--- src/rtl/syn_pkg.sv ---
package syn_pkg;
  typedef enum logic [2:0] {
    ST_IDLE, ST_ADDR, ST_AACK, ST_WDAT, ST_WACK, ST_RDAT, ST_RACK
  } link_st_t;

  typedef struct packed {
    logic cp_hi;
    logic test_en;
    logic pump_off;
    logic drv_off;
  } ctrl_t;

  localparam int BYTE_W = 8;
endpackage

--- src/rtl/syn_line_filter.sv ---
module syn_line_filter #(
  parameter int N        = 2,
  parameter int FILT_LEN = 3
) (
  input  logic         clk,
  input  logic         rst_n,
  input  logic [N-1:0] raw,
  output logic [N-1:0] filt
);
  localparam int CW = $clog2(FILT_LEN + 1);

  for (genvar g = 0; g < N; g++) begin : g_line
    logic [1:0]    sync_q;
    logic [CW-1:0] run_q;
    logic          f_q;

    always_ff @(posedge clk or negedge rst_n) begin
      if (!rst_n) begin
        sync_q <= 2'b11;
        run_q  <= '0;
        f_q    <= 1'b1;
      end else begin
        sync_q <= {sync_q[0], raw[g]};
        if (sync_q[1] != f_q) begin
          if (run_q == CW'(FILT_LEN - 1)) begin
            f_q   <= sync_q[1];
            run_q <= '0;
          end else begin
            run_q <= run_q + 1'b1;
          end
        end else begin
          run_q <= '0;
        end
      end
    end
    assign filt[g] = f_q;
  end
endmodule

--- src/rtl/syn_link.sv ---
module syn_link
  import syn_pkg::*;
(
  input  logic              clk,
  input  logic              rst_n,
  input  logic              scl_f,
  input  logic              sda_f,
  input  logic [6:0]        dev_addr,
  input  logic              lock_i,
  input  logic [2:0]        port_lvl_i,
  input  logic [2:0]        adc_i,
  output logic              sda_oe,
  output logic              wr_div_hi,
  output logic              wr_div_lo,
  output logic              wr_ctrl,
  output logic              wr_port,
  output logic [BYTE_W-1:0] wr_byte
);
  link_st_t          st_q;
  logic              scl_d, sda_d;
  logic [3:0]        cnt_q;
  logic [BYTE_W-1:0] rx_q, tx_q;
  logic              rw_q, pair_pos_q, pair_kind_q, rd_seq_q, por_q, mack_q;
  logic              scl_rise, scl_fall, start_ev, stop_ev;
  logic [BYTE_W-1:0] status;

  assign scl_rise = scl_f & ~scl_d;
  assign scl_fall = ~scl_f & scl_d;
  assign start_ev = scl_f & scl_d & sda_d & ~sda_f;
  assign stop_ev  = scl_f & scl_d & ~sda_d & sda_f;
  assign status   = {por_q, lock_i, port_lvl_i, adc_i};

  always_ff @(posedge clk or negedge rst_n) begin
    if (!rst_n) begin
      st_q <= ST_IDLE;   scl_d <= 1'b1;     sda_d <= 1'b1;
      cnt_q <= '0;       rx_q <= '0;        tx_q <= '0;
      rw_q <= 1'b0;      pair_pos_q <= 1'b0; pair_kind_q <= 1'b0;
      rd_seq_q <= 1'b0;  por_q <= 1'b1;     mack_q <= 1'b0;
      sda_oe <= 1'b0;
      wr_div_hi <= 1'b0; wr_div_lo <= 1'b0; wr_ctrl <= 1'b0; wr_port <= 1'b0;
      wr_byte <= '0;
    end else begin
      scl_d <= scl_f;
      sda_d <= sda_f;
      wr_div_hi <= 1'b0; wr_div_lo <= 1'b0; wr_ctrl <= 1'b0; wr_port <= 1'b0;
      if (stop_ev) begin
        st_q   <= ST_IDLE;
        sda_oe <= 1'b0;
        if (rd_seq_q) por_q <= 1'b0;
        rd_seq_q <= 1'b0;
      end else if (start_ev) begin
        st_q   <= ST_ADDR;
        cnt_q  <= '0;
        sda_oe <= 1'b0;
      end else begin
        case (st_q)
          ST_ADDR, ST_WDAT: begin
            if (scl_rise) begin
              rx_q  <= {rx_q[BYTE_W-2:0], sda_f};
              cnt_q <= cnt_q + 1'b1;
            end else if (scl_fall && cnt_q == 4'd8) begin
              cnt_q <= '0;
              if (st_q == ST_ADDR) begin
                if (rx_q[7:1] == dev_addr) begin
                  sda_oe     <= 1'b1;
                  rw_q       <= rx_q[0];
                  pair_pos_q <= 1'b0;
                  st_q       <= ST_AACK;
                end else begin
                  st_q <= ST_IDLE;
                end
              end else begin
                wr_byte <= rx_q;
                if (!pair_pos_q) begin
                  pair_kind_q <= rx_q[7];
                  wr_div_hi   <= ~rx_q[7];
                  wr_ctrl     <= rx_q[7];
                end else begin
                  wr_div_lo <= ~pair_kind_q;
                  wr_port   <= pair_kind_q;
                end
                pair_pos_q <= ~pair_pos_q;
                sda_oe     <= 1'b1;
                st_q       <= ST_WACK;
              end
            end
          end
          ST_AACK: if (scl_fall) begin
            if (rw_q) begin
              tx_q     <= status;
              sda_oe   <= ~status[7];
              rd_seq_q <= 1'b1;
              st_q     <= ST_RDAT;
            end else begin
              sda_oe <= 1'b0;
              st_q   <= ST_WDAT;
            end
          end
          ST_WACK: if (scl_fall) begin
            sda_oe <= 1'b0;
            st_q   <= ST_WDAT;
          end
          ST_RDAT: if (scl_fall) begin
            if (cnt_q == 4'd7) begin
              sda_oe <= 1'b0;
              cnt_q  <= '0;
              st_q   <= ST_RACK;
            end else begin
              tx_q   <= {tx_q[BYTE_W-2:0], 1'b0};
              sda_oe <= ~tx_q[6];
              cnt_q  <= cnt_q + 1'b1;
            end
          end
          ST_RACK: begin
            if (scl_rise) mack_q <= ~sda_f;
            else if (scl_fall) begin
              if (mack_q) begin
                tx_q   <= status;
                sda_oe <= ~status[7];
                st_q   <= ST_RDAT;
              end else begin
                st_q <= ST_IDLE;
              end
            end
          end
          default: st_q <= ST_IDLE;
        endcase
      end
    end
  end
endmodule

--- src/rtl/syn_regs.sv ---
module syn_regs
  import syn_pkg::*;
#(
  parameter int DIV_W  = 15,
  parameter int PORT_N = 6
) (
  input  logic              clk,
  input  logic              rst_n,
  input  logic              wr_div_hi,
  input  logic              wr_div_lo,
  input  logic              wr_ctrl,
  input  logic              wr_port,
  input  logic [BYTE_W-1:0] wr_byte,
  output logic [DIV_W-1:0]  div_ratio,
  output ctrl_t             ctrl,
  output logic [PORT_N-1:0] port_on
);
  localparam int HI_W = DIV_W - BYTE_W;

  always_ff @(posedge clk or negedge rst_n) begin
    if (!rst_n) begin
      div_ratio <= '0;
      ctrl      <= '0;
      port_on   <= '0;
    end else begin
      if (wr_div_hi) div_ratio[DIV_W-1:BYTE_W] <= wr_byte[HI_W-1:0];
      if (wr_div_lo) div_ratio[BYTE_W-1:0]     <= wr_byte;
      if (wr_ctrl) begin
        ctrl.cp_hi    <= wr_byte[6];
        ctrl.test_en  <= wr_byte[5];
        ctrl.pump_off <= wr_byte[4];
        ctrl.drv_off  <= wr_byte[0];
      end
      if (wr_port) port_on <= wr_byte[PORT_N-1:0];
    end
  end
endmodule

--- src/rtl/synth_ctl_slave.sv ---
module synth_ctl_slave
  import syn_pkg::*;
#(
  parameter int         FILT_LEN = 3,
  parameter logic [4:0] ADDR_HI  = 5'b11000
) (
  input  logic        clk,
  input  logic        rst_n,
  input  logic        scl_i,
  input  logic        sda_i,
  output logic        sda_oe,
  input  logic [1:0]  addr_sel,
  input  logic        lock_i,
  input  logic [2:0]  port_lvl_i,
  input  logic [2:0]  adc_i,
  output logic [14:0] div_ratio,
  output logic        cp_hi,
  output logic        test_en,
  output logic        pump_off,
  output logic        drv_off,
  output logic [5:0]  port_on
);
  logic [1:0]        lines_f;
  logic              wr_div_hi, wr_div_lo, wr_ctrl, wr_port;
  logic [BYTE_W-1:0] wr_byte;
  ctrl_t             ctrl;

  syn_line_filter #(.N(2), .FILT_LEN(FILT_LEN)) u_filt (
    .clk(clk), .rst_n(rst_n), .raw({scl_i, sda_i}), .filt(lines_f)
  );

  syn_link u_link (
    .clk(clk), .rst_n(rst_n), .scl_f(lines_f[1]), .sda_f(lines_f[0]),
    .dev_addr({ADDR_HI, addr_sel}), .lock_i(lock_i), .port_lvl_i(port_lvl_i),
    .adc_i(adc_i), .sda_oe(sda_oe), .wr_div_hi(wr_div_hi), .wr_div_lo(wr_div_lo),
    .wr_ctrl(wr_ctrl), .wr_port(wr_port), .wr_byte(wr_byte)
  );

  syn_regs #(.DIV_W(15), .PORT_N(6)) u_regs (
    .clk(clk), .rst_n(rst_n), .wr_div_hi(wr_div_hi), .wr_div_lo(wr_div_lo),
    .wr_ctrl(wr_ctrl), .wr_port(wr_port), .wr_byte(wr_byte),
    .div_ratio(div_ratio), .ctrl(ctrl), .port_on(port_on)
  );

  assign cp_hi    = ctrl.cp_hi;
  assign test_en  = ctrl.test_en;
  assign pump_off = ctrl.pump_off;
  assign drv_off  = ctrl.drv_off;
endmodule

--- config.mk ---
export PLATFORM = sky130hd
export DESIGN_NAME = synth_ctl_slave
export DESIGN_NICKNAME = d
export VERILOG_FILES = /design/src/rtl/syn_pkg.sv /design/src/rtl/syn_line_filter.sv /design/src/rtl/syn_link.sv /design/src/rtl/syn_regs.sv /design/src/rtl/synth_ctl_slave.sv
export SDC_FILE = /design/constraint.sdc
export NUM_CORES = 1
export LEC_CHECK = 0
export BUFFER_PORTS_ARGS = -buffer_cell sky130_fd_sc_hd__clkbuf_2
export CAP_MARGIN = 20
export CELL_PAD_IN_SITES_DETAIL_PLACEMENT = 1
export CELL_PAD_IN_SITES_GLOBAL_PLACEMENT = 2
export CORE_AREA = 4 4 104 106
export DETAILED_ROUTE_END_ITERATION = 8
export DIE_AREA = 0 0 108 110
export GPL_ROUTABILITY_DRIVEN = 0
export GPL_TIMING_DRIVEN = 0
export HOLD_SLACK_MARGIN = 0.12
export PLACE_DENSITY_LB_ADDON = 0.15
export SLEW_MARGIN = 20
export SYNTH_ARGS = -nofsm -noshare
export SYNTH_HDL_FRONTEND = slang
export SYNTH_SLANG_ARGS = --single-unit
--- constraint.sdc ---
create_clock -name clk -period 2.05 [get_ports clk]
set_clock_uncertainty 0.15 [all_clocks]
set_input_delay 0.41 -clock clk [delete_from_list [all_inputs] [get_ports clk]]
set_output_delay 0.41 -clock clk [all_outputs]
set_load 0.02 [all_outputs]
Word level (Yosys, flattened, before mapping)
Index checks and enable logic that the tools add are counted.
{"block": "op_classes", "addsub": 3, "mul": 0, "n_div": 0, "magnitude_cmp": 0, "eq_ne": 34, "shifts": 0, "muxes": 83, "bitwise": 20, "reduce_logical": 22}
{"op": "1-bit two-way mux", "n": 49}
{"op": "7-bit two-way mux", "n": 7}
{"op": "3-bit two-way mux", "n": 13}
{"op": "4-bit by 1-bit inequality test with 1-bit output, second input constant", "n": 8}
{"op": "7-bit case mux with 3 select lines", "n": 1}
{"op": "4-bit two-way mux", "n": 5}
{"op": "10-bit AND reduction", "n": 2}
{"op": "4-bit AND reduction", "n": 4}
{"op": "3-bit case mux with 5 select lines", "n": 1}
{"op": "7-bit AND reduction", "n": 2}
{"op": "1-bit NOT", "n": 13}
{"op": "6-bit AND reduction", "n": 2}
{"op": "2-bit two-way mux", "n": 5}
{"op": "2-bit by 1-bit inequality test with 1-bit output, second input constant", "n": 5}
{"op": "3-bit equality test, second input constant", "n": 3}
{"op": "2-bit inequality test, second input constant", "n": 4}
{"op": "4-bit inequality test, second input constant", "n": 2}
{"op": "4-bit case mux with 2 select lines", "n": 1}
{"op": "8-bit AND reduction", "n": 1}
{"op": "1-bit bitwise AND", "n": 7}
{"op": "7-bit equality test", "n": 1}
{"op": "7-bit nonzero test", "n": 1}
{"op": "3-bit by 2-bit equality test with 1-bit output, second input constant", "n": 2}
{"op": "2-bit AND reduction", "n": 3}
{"op": "14 further kinds", "n": 20}
{"block": "totals", "register_bits": 78, "latchBits": 0, "mem_bits_rw": 0, "romBits": 0, "inputBits": 13, "output_inout_bits": 26, "n_memories": 0}

Longest topological paths before layout
Gate-level depths: netlist of the first run.
{"block": "logic_depth", "ltp_word": 8, "depth_mapped": 8, "mapped_depth_nobuf": 8}

Cells and area by module
A second synthesis of the first run with hierarchy kept.
{"block": "unflattened", "cells_unflattened": 292, "area_unflattened_um2": 3652.3}
{"module": "syn_link", "instances": 1, "cells_each": 215, "area_each_um2": 2252.2, "seq_area_each_um2": 1079.8}
{"module": "syn_regs", "instances": 1, "cells_each": 53, "area_each_um2": 1019.7, "seq_area_each_um2": 625.6}
{"module": "syn_line_filter", "instances": 1, "cells_each": 22, "area_each_um2": 372.9, "seq_area_each_um2": 257.7}
{"module": "synth_ctl_slave", "instances": 1, "cells_each": 2, "area_each_um2": 7.5, "seq_area_each_um2": 0.0}

Least setup slack after synthesis of the first run
No wires, ideal clock.
{"block": "synth_path", "kind": "flip-flop to flip-flop", "start": "reg u_link.scl_d", "end": "reg u_link.cnt_q[3]", "setup_time_ps": 80, "t_arrival_ps": 1719, "path_slack_ps": 101, "path_stages_with_launch": 7, "n_path_buf": 0, "path_cell_list": "dfstp_2 nand2b_4 nor3_4 nor2_1 o22a_2 or4_4 o211ai_2"}
{"block": "synth_between", "elab_chain_len": 5, "word_cells_on_any_way": 17, "classes_between": "eq/ne: 2; mux: 3; bitwise: 9; reduce/logical: 3"}
{"item": "start, declared", "line": "syn_link.sv:20", "source": "logic scl_d, sda_d;"}
{"item": "start signal, assigned", "line": "syn_link.sv:43", "source": "scl_d <= scl_f;"}
{"item": "1-bit bitwise AND or 1-bit NOT (tied branches)", "line": "syn_link.sv:29, syn_link.sv:30, syn_link.sv:27"}
{"item": "1-bit bitwise AND (on tied branches)", "line": "syn_link.sv:29, syn_link.sv:27, syn_link.sv:30"}
{"item": "1-bit bitwise AND (tied with other cells)", "line": "syn_link.sv:29", "source": "assign start_ev = scl_f & scl_d & sda_d & ~sda_f;"}
{"item": "4-bit by 1-bit inequality test with 1-bit output (no source line) (tied with other cells)"}
{"item": "4-bit AND reduction (no source line) or 4-bit two-way mux (tied branches)"}
{"item": "end signal, assigned", "line": "syn_link.sv:60", "source": "cnt_q <= cnt_q + 1'b1;"}
{"item": "end signal, assigned", "line": "syn_link.sv:111", "source": "cnt_q <= cnt_q + 1'b1;"}
{"item": "end, declared", "line": "syn_link.sv:21", "source": "logic [3:0] cnt_q;"}
Parallel ways exist; a longest one is shown, timed or not.
A chain may end at the register's enable or synchronous reset.

Worst setup path after layout of the first run
{"block": "layout_path", "start": "reg u_link.cnt_q[0]", "end": "reg u_link.wr_byte[1]"}
{"block": "layout_between", "elab_chain_len": 3}
{"item": "4-bit equality test", "line": "syn_link.sv:61", "source": "end else if (scl_fall && cnt_q == 4'd8) begin"}
{"item": "1-bit logical AND", "line": "syn_link.sv:61"}
{"item": "6-bit AND reduction (no source line)"}
{"item": "end signal, assigned", "line": "syn_link.sv:73", "source": "wr_byte <= rx_q;"}
{"item": "end, declared", "line": "syn_link.sv:17", "source": "output logic [BYTE_W-1:0] wr_byte"}
Every way passes these cells.

==> results of run 1 <==
## critical path, cell delays in order (launching register included)
cell	delay [ps]
dfrtp_1	430
inv_1	90
ha_2	200
nand2_4	70
nor4_4	260
nand2_1	150
buf_6	190
mux2_1	320
## through the flow
step | setup WS (ps) | cell area, um^2
floorplan | 101 | 3410
global placement | -409 | 3770
detailed placement | -283 | 3800
CTS | -7.16 | 4120
global route | -66.8 | 4250
finish | 69.5 | 4250
## layout make-up
type,count,area [um^2],area share (%)
flip-flops and latches,78,1960,46.3
multi-input cells,176,1450,34.2
repair buffers,56,363,8.55
well taps,133,166,3.92
clock buffers,10,128,3.01
clock inverters,6,71.3,1.68
plain buffers,11,70.1,1.65
inverters,8,30.0,0.707
## where the power goes
group	leakage, nW	internal, mW	total (mW)	switching [mW]
clock network	0.0984	0.574	1.17	0.598
registers	1.02	1.81	2.03	0.215
logic	0.919	0.726	1.58	0.854
total	2.04	3.11	4.78	1.67
## logic make-up after synthesis
group	count (synthesis)	synth area share [%]
compound gates	46	8.95
xor+xnor	6	1.54
fa+ha+maj	2	0.734
buf+inv	20	2.60
flops	78	57.6
mux	50	16.3
simple gates	72	12.3
## cell usage after synthesis (2+ instances only)
master    instances  area, um^2
a21o_1            2        15.0
a21oi_1          15        75.1
and3_1            2        12.5
buf_2             2        10.0
clkbuf_1          7        26.3
dfrtp_1          69        1730
dfstp_2           9         236
ha_1              2        25.0
inv_1             7        26.3
mux2_1            7        78.8
mux2_2           37         417
mux2i_1           6        60.1
nand2_1           9        33.8
nand2b_1          3        18.8
nand3_1          11        55.1
nand3b_1          2        15.0
nor2_1           16        60.1
nor2b_1           5        31.3
nor3_1            7        35.0
nor3b_1           2        15.0
o211ai_1          3        22.5
o21ai_0           3        15.0
o21ai_1           5        25.0
o31ai_1           2        15.0
o32ai_1           3        26.3
xnor2_1           2        17.5
xor2_1            4        35.0
## worst max-delay path by stage
stage / start / endpoint / slack [ps] / cells after the start
after floorplan: u_link.scl_d$_DFF_PN1_ / u_link.cnt_q[3]$_DFFE_PN0P_ / 100 / 6
after global placement: rst_n / u_regs.div_ratio[11]$_DFFE_PN0P_ / -410 / 1
after detailed placement: u_filt.g_line[0].f_q$_DFFE_PN1P_ / u_link.tx_q[5]$_DFFE_PN0P_ / -280 / 8
after CTS: u_link.cnt_q[0]$_DFFE_PN0P_ / u_link.st_q[0]$_DFFE_PN0P_ / -7 / 7
after global routing: u_link.cnt_q[0]$_DFFE_PN0P_ / u_link.st_q[1]$_DFFE_PN0P_ / -70 / 8
final: u_link.cnt_q[0]$_DFFE_PN0P_ / u_link.wr_byte[1]$_DFFE_PN0P_ / 70 / 7
## what timing repair did
action / 4_1_cts / 5_1_grt
resized for setup: 14 / 18
hold buffers: 4 / 0
gates cloned: 0 / 1
pin swaps: 4 / 10
endpoints found under the hold margin: 34 / 0
buffers inserted: 4 / 8
setup endpoints to repair: 26 / 28
## flip-flops by register name, indices dropped and copies added (netlist names), 2 cells and up
register and cells:
u_filt.g_line.f_q 2, u_filt.g_line.run_q 4, u_filt.g_line.sync_q 4, u_link.cnt_q 4
u_link.rx_q 8, u_link.st_q 3, u_link.tx_q 7, u_link.wr_byte 8
u_regs.ctrl 4, u_regs.div_ratio 15, u_regs.port_on 6
## routing by layer
layer  wire [um]  vias up  track usage (%)
met3         270       10             3.26
met5           0        -                0
met1        3900     1157             21.0
li1            -     1106                -
met4         115        0             5.41
met2        3250       33             20.0
==> flow_metrics.py, run 1 <==
metrics = {
    "place": {
        "port_buffers": 38,
        "placed_cells": 446,
        "hpwl_mm": 5.11,
    },
    "power": {
        "power.density_nw_per_um2": 1130,
        "power.total_mw": 4.78,
        "ir_drop_mv": 0.570,
        "leakage_nw": 2.04,
    },
    "detailed_routing": {
        "vias": 2306,
        "drtAntennaViolNets": 0,
        "drc_errors": 0,
        "vias_per_cell": 4.82,
        "wirelength_mm": 7.54,
        "drtIter0Drc": 60,
        "first_pass_iters": 4,
        "wl_per_cell_um": 15.8,
    },
    "clock_network": {
        "htree_levels": 3,
        "cts_sinks": 78,
        "cts_tree": "done",
        "clk_pin_slew_ps": 90,
        "cts_root_buf": "clkbuf_8",
        "clk_path_buf_depth": 2,
        "cts_buffers": 9,
        "clock_latency_ps": 350,
    },
    "sta": {
        "relSlewSlack_pct": 59.2,
        "finalMaxSlewViolations": 0,
        "setup_viol": 0,
        "rsz0062_at_grt": "yes",
        "final_hold_viol_count": 0,
        "worst_slew_pin_slew_ps": 612,
        "hold_ws_ps": 209,
        "fmax_mhz": 505,
        "timing.final.crit_share_pct": 96.6,
        "min_period_ps": 1980,
        "tns_ps": 0,
    },
    "layout": {
        "nNetsFinal": 355,
        "mostFrequentLayoutCell": "dfrtp_1",
        "fillCellCount": 1057,
        "num_antenna_cells": 0,
        "fin_util_pct": 43.4,
        "layout-drive-gt1-share_pct": 42.9,
        "final_cell_mix": "dfrtp_1 (68), clkbuf_2 (39), mux2_2 (37), nor2_1 (14), a21oi_1 (14)",
        "area_delta_synth_final_pct": 24.5,
        "instances_no_fill": 478,
    },
    "floorplan": {
        "pin_count": 39,
        "die_h_um": 110,
        "start_util_pct": 34.9,
        "die-width_um": 108,
        "core-area_um2": 9770,
        "dieArea_um2": 11900,
        "core.rowCount": 36,
    },
    "critical_path": {
        "crit_required_ps": 2130,
        "reg2reg_depth": 7,
        "crit_arrival_ps": 2060,
        "path_class": "register to register",
        "cp-start-kind": "register",
        "reg2reg_slack_ps": 70,
        "r2r-end": "u_link.wr_byte[1]$_DFFE_PN0P_",
        "cp-end-kind": "register",
        "critPathMaxFanout": 10,
        "r2r-start": "u_link.cnt_q[0]$_DFFE_PN0P_",
    },
    "job": {
        "maxCapViolations": 0,
    },
    "synth": {
        "syn_nets": 289,
        "ys.flop_type": "dfrtp_1",
        "ys_seq_area_share_pct": 57.6,
        "ys_warn_count": 0,
        "synth_edf_count": 0,
        "syn_inst": 274,
        "async_flop_share_pct": 100,
        "ys_seq_elements": 78,
        "synth.avg_cell_area_um2": 12.4,
        "synth_cell_types": 59,
        "syn_area_um2": 3410,
    },
    "global_routing": {
        "grt_pass1_vias": 2425,
        "antenna_found_initial": 0,
        "grt_overflow": 0,
        "grt.total_usage_pct": 14.1,
        "grt_max_degree": 48,
        "grt_pass1_wl_mm": 13.0,
    },
    "min_path": {
        "min_from": "u_filt.g_line[0].sync_q[0]$_DFF_PN1_",
        "whs_path_depth": 0,
        "holdPathEnd": "u_filt.g_line[0].sync_q[1]$_DFF_PN1_",
        "holdCritPathClass": "register to register",
    },
    "run_status": {
        "status": "finished, final reports clean",
    },
}
Note: power is estimated with default switching activity, not from simulation.
==> run 2: changes to the inputs <==
--- a/config.mk
+++ b/config.mk
@@ -15,7 +15,7 @@
 export GPL_ROUTABILITY_DRIVEN = 0
 export GPL_TIMING_DRIVEN = 0
 export HOLD_SLACK_MARGIN = 0.12
-export PLACE_DENSITY_LB_ADDON = 0.15
+export PLACE_DENSITY_LB_ADDON = 0.12
 export SLEW_MARGIN = 20
 export SYNTH_ARGS = -nofsm -noshare
 export SYNTH_HDL_FRONTEND = slang
==> flow_metrics.py, run 2 (synthesis results as in run 1) <==
metrics = {
    "power": {
        "power.density_nw_per_um2": 1130,
        "ir_drop_mv": 0.489,
        "power.total_mw": 4.70,
        "leakage_nw": 2.00,
    },
    "floorplan": {
        "dieArea_um2": 11900,
        "core-area_um2": 9770,
        "core.rowCount": 36,
        "pin_count": 39,
        "start_util_pct": 34.9,
        "die-width_um": 108,
        "die_h_um": 110,
    },
    "detailed_routing": {
        "vias_per_cell": 4.85,
        "drc_errors": 0,
        "wirelength_mm": 7.27,
        "drtAntennaViolNets": 0,
        "drtIter0Drc": 74,
        "vias": 2278,
        "first_pass_iters": 3,
        "wl_per_cell_um": 15.5,
    },
    "critical_path": {
        "reg2reg_depth": 7,
        "cp-end-kind": "register",
        "crit_required_ps": 2180,
        "path_class": "register to register",
        "crit_arrival_ps": 2100,
        "critPathMaxFanout": 10,
        "reg2reg_slack_ps": 90,
        "r2r-start": "u_filt.g_line[1].f_q$_DFFE_PN1P_",
        "cp-start-kind": "register",
        "r2r-end": "u_link.st_q[0]$_DFFE_PN0P_",
    },
    "sta": {
        "worst_slack_ps": 86.3,
        "min_period_ps": 1960,
        "setup_viol": 0,
        "final_hold_viol_count": 0,
        "fmax_mhz": 509,
        "relSlewSlack_pct": 63.0,
        "tns_ps": 0,
        "timing.final.crit_share_pct": 95.8,
        "rsz0062_at_grt": "yes",
        "finalMaxSlewViolations": 0,
        "worst_slew_pin_slew_ps": 554,
    },
    "layout": {
        "layout-drive-gt1-share_pct": 40.1,
        "largestRegisters": "u_regs.div_ratio x15, u_link.rx_q x8, u_link.wr_byte x8",
        "fin_util_pct": 42.4,
        "mostFrequentLayoutCell": "dfrtp_1",
        "nNetsFinal": 347,
        "final_cell_mix": "dfrtp_1 (69), clkbuf_2 (38), mux2_2 (37), a21oi_1 (15), nor2_1 (14)",
        "num_antenna_cells": 0,
        "largest_register_ffs": 15,
        "area_delta_synth_final_pct": 21.6,
        "regArea_um2": 1960,
        "design_area_um2": 4150,
        "fillCellCount": 1064,
        "top_register": "u_regs.div_ratio",
        "multi_input_area_um2": 1430,
    },
    "clock_network": {
        "cts_sinks": 78,
        "htree_levels": 3,
        "cts_buffers": 9,
        "cts_tree": "done",
        "cts_root_buf": "clkbuf_8",
        "clock_latency_ps": 360,
        "clk_pin_slew_ps": 90,
        "clk_path_buf_depth": 2,
    },
    "min_path": {
        "whs_path_depth": 3,
        "min_from": "adc_i[0]",
        "holdPathEnd": "u_link.tx_q[0]$_DFFE_PN0P_",
        "holdCritPathClass": "input port to register",
    },
    "global_routing": {
        "grt_pass1_wl_mm": 12.3,
        "grt.total_usage_pct": 13.2,
        "grt_overflow": 0,
        "antenna_found_initial": 0,
        "grt_max_degree": 42,
        "grt_pass1_vias": 2389,
    },
    "run_status": {
        "status": "finished, final reports clean",
    },
    "place": {
        "port_buffers": 38,
        "placed_area_um2": 3790,
        "hpwl_mm": 5.05,
        "place_ws_ps": -235,
    },
    "job": {
        "maxCapViolations": 0,
    },
}
-- run 2: cell count changes in the layout (fill, tap and decap cells not counted), sizes merged --
cell         previous run  this run
dlygate4sd3             4         3
clkinv                  3         2
buf                    18        12
inv                     9        11
clkbuf                 55        53
-- run 2: repair_timing --
action,4_1_cts,5_1_grt
gates resized for setup,7,17
hold endpoints to repair,30,0
hold buffers,3,0
setup endpoints to repair,26,25
pin swaps,2,9
setup buffers,4,2
-- run 2: cell type report --
type | count | area share, %
plain buffers | 11 | 1.66
clock buffers | 9 | 2.99
clock inverters | 7 | 1.93
inverters | 8 | 0.724
multi-input cells | 176 | 34.4
flip-flops and latches | 78 | 47.3
well taps | 133 | 4.01
repair buffers | 48 | 6.94
-- run 2: how the worst max path moves through the flow --
stage / endpoint / slack, ps / from / cells after the start
final: u_link.st_q[0]$_DFFE_PN0P_ / 90 / u_filt.g_line[1].f_q$_DFFE_PN1P_ / 7
after global routing: u_link.st_q[0]$_DFFE_PN0P_ / -10 / u_link.cnt_q[1]$_DFFE_PN0P_ / 8
after CTS: u_link.st_q[0]$_DFFE_PN0P_ / 9 / u_link.cnt_q[1]$_DFFE_PN0P_ / 8
after detailed placement: u_link.tx_q[3]$_DFFE_PN0P_ / -230 / u_filt.g_line[0].f_q$_DFFE_PN1P_ / 8
after global placement: u_regs.div_ratio[11]$_DFFE_PN0P_ / -420 / rst_n / 1
after floorplan: u_link.cnt_q[3]$_DFFE_PN0P_ / 100 / u_link.scl_d$_DFF_PN1_ / 6
-- run 2: power breakdown --
group	total (mW)	internal (mW)	switching (mW)
clock	1.22	0.580	0.636
sequential	2.02	1.81	0.212
combinational	1.46	0.642	0.818
-- run 2: per-stage QoR --
step,std cells,hold slack [ps]
final,470,135
after global routing,470,171
after CTS,468,124
after detailed placement,446,198
after global placement,445,196
after floorplan,274,-35.6
-- run 2: critical path, cell delays in order (launching register included) --
cell,delay [ps]
dfstp_2,380
buf_6,130
nand2b_4,190
nor3_4,240
nor2_2,60
o21a_2,250
or4_1,400
nand3_1,90
-- run 2: metal layers --
metal / share of wire [%] / track usage (%) / vias to the layer above
met2: 43 / 18.7 / 24
met4: 1.0 / 3.97 / 0
met1: 53 / 20.1 / 1154
li1: - / - / 1095
met5: 0 / 0 / -
met3: 2.3 / 2.97 / 5
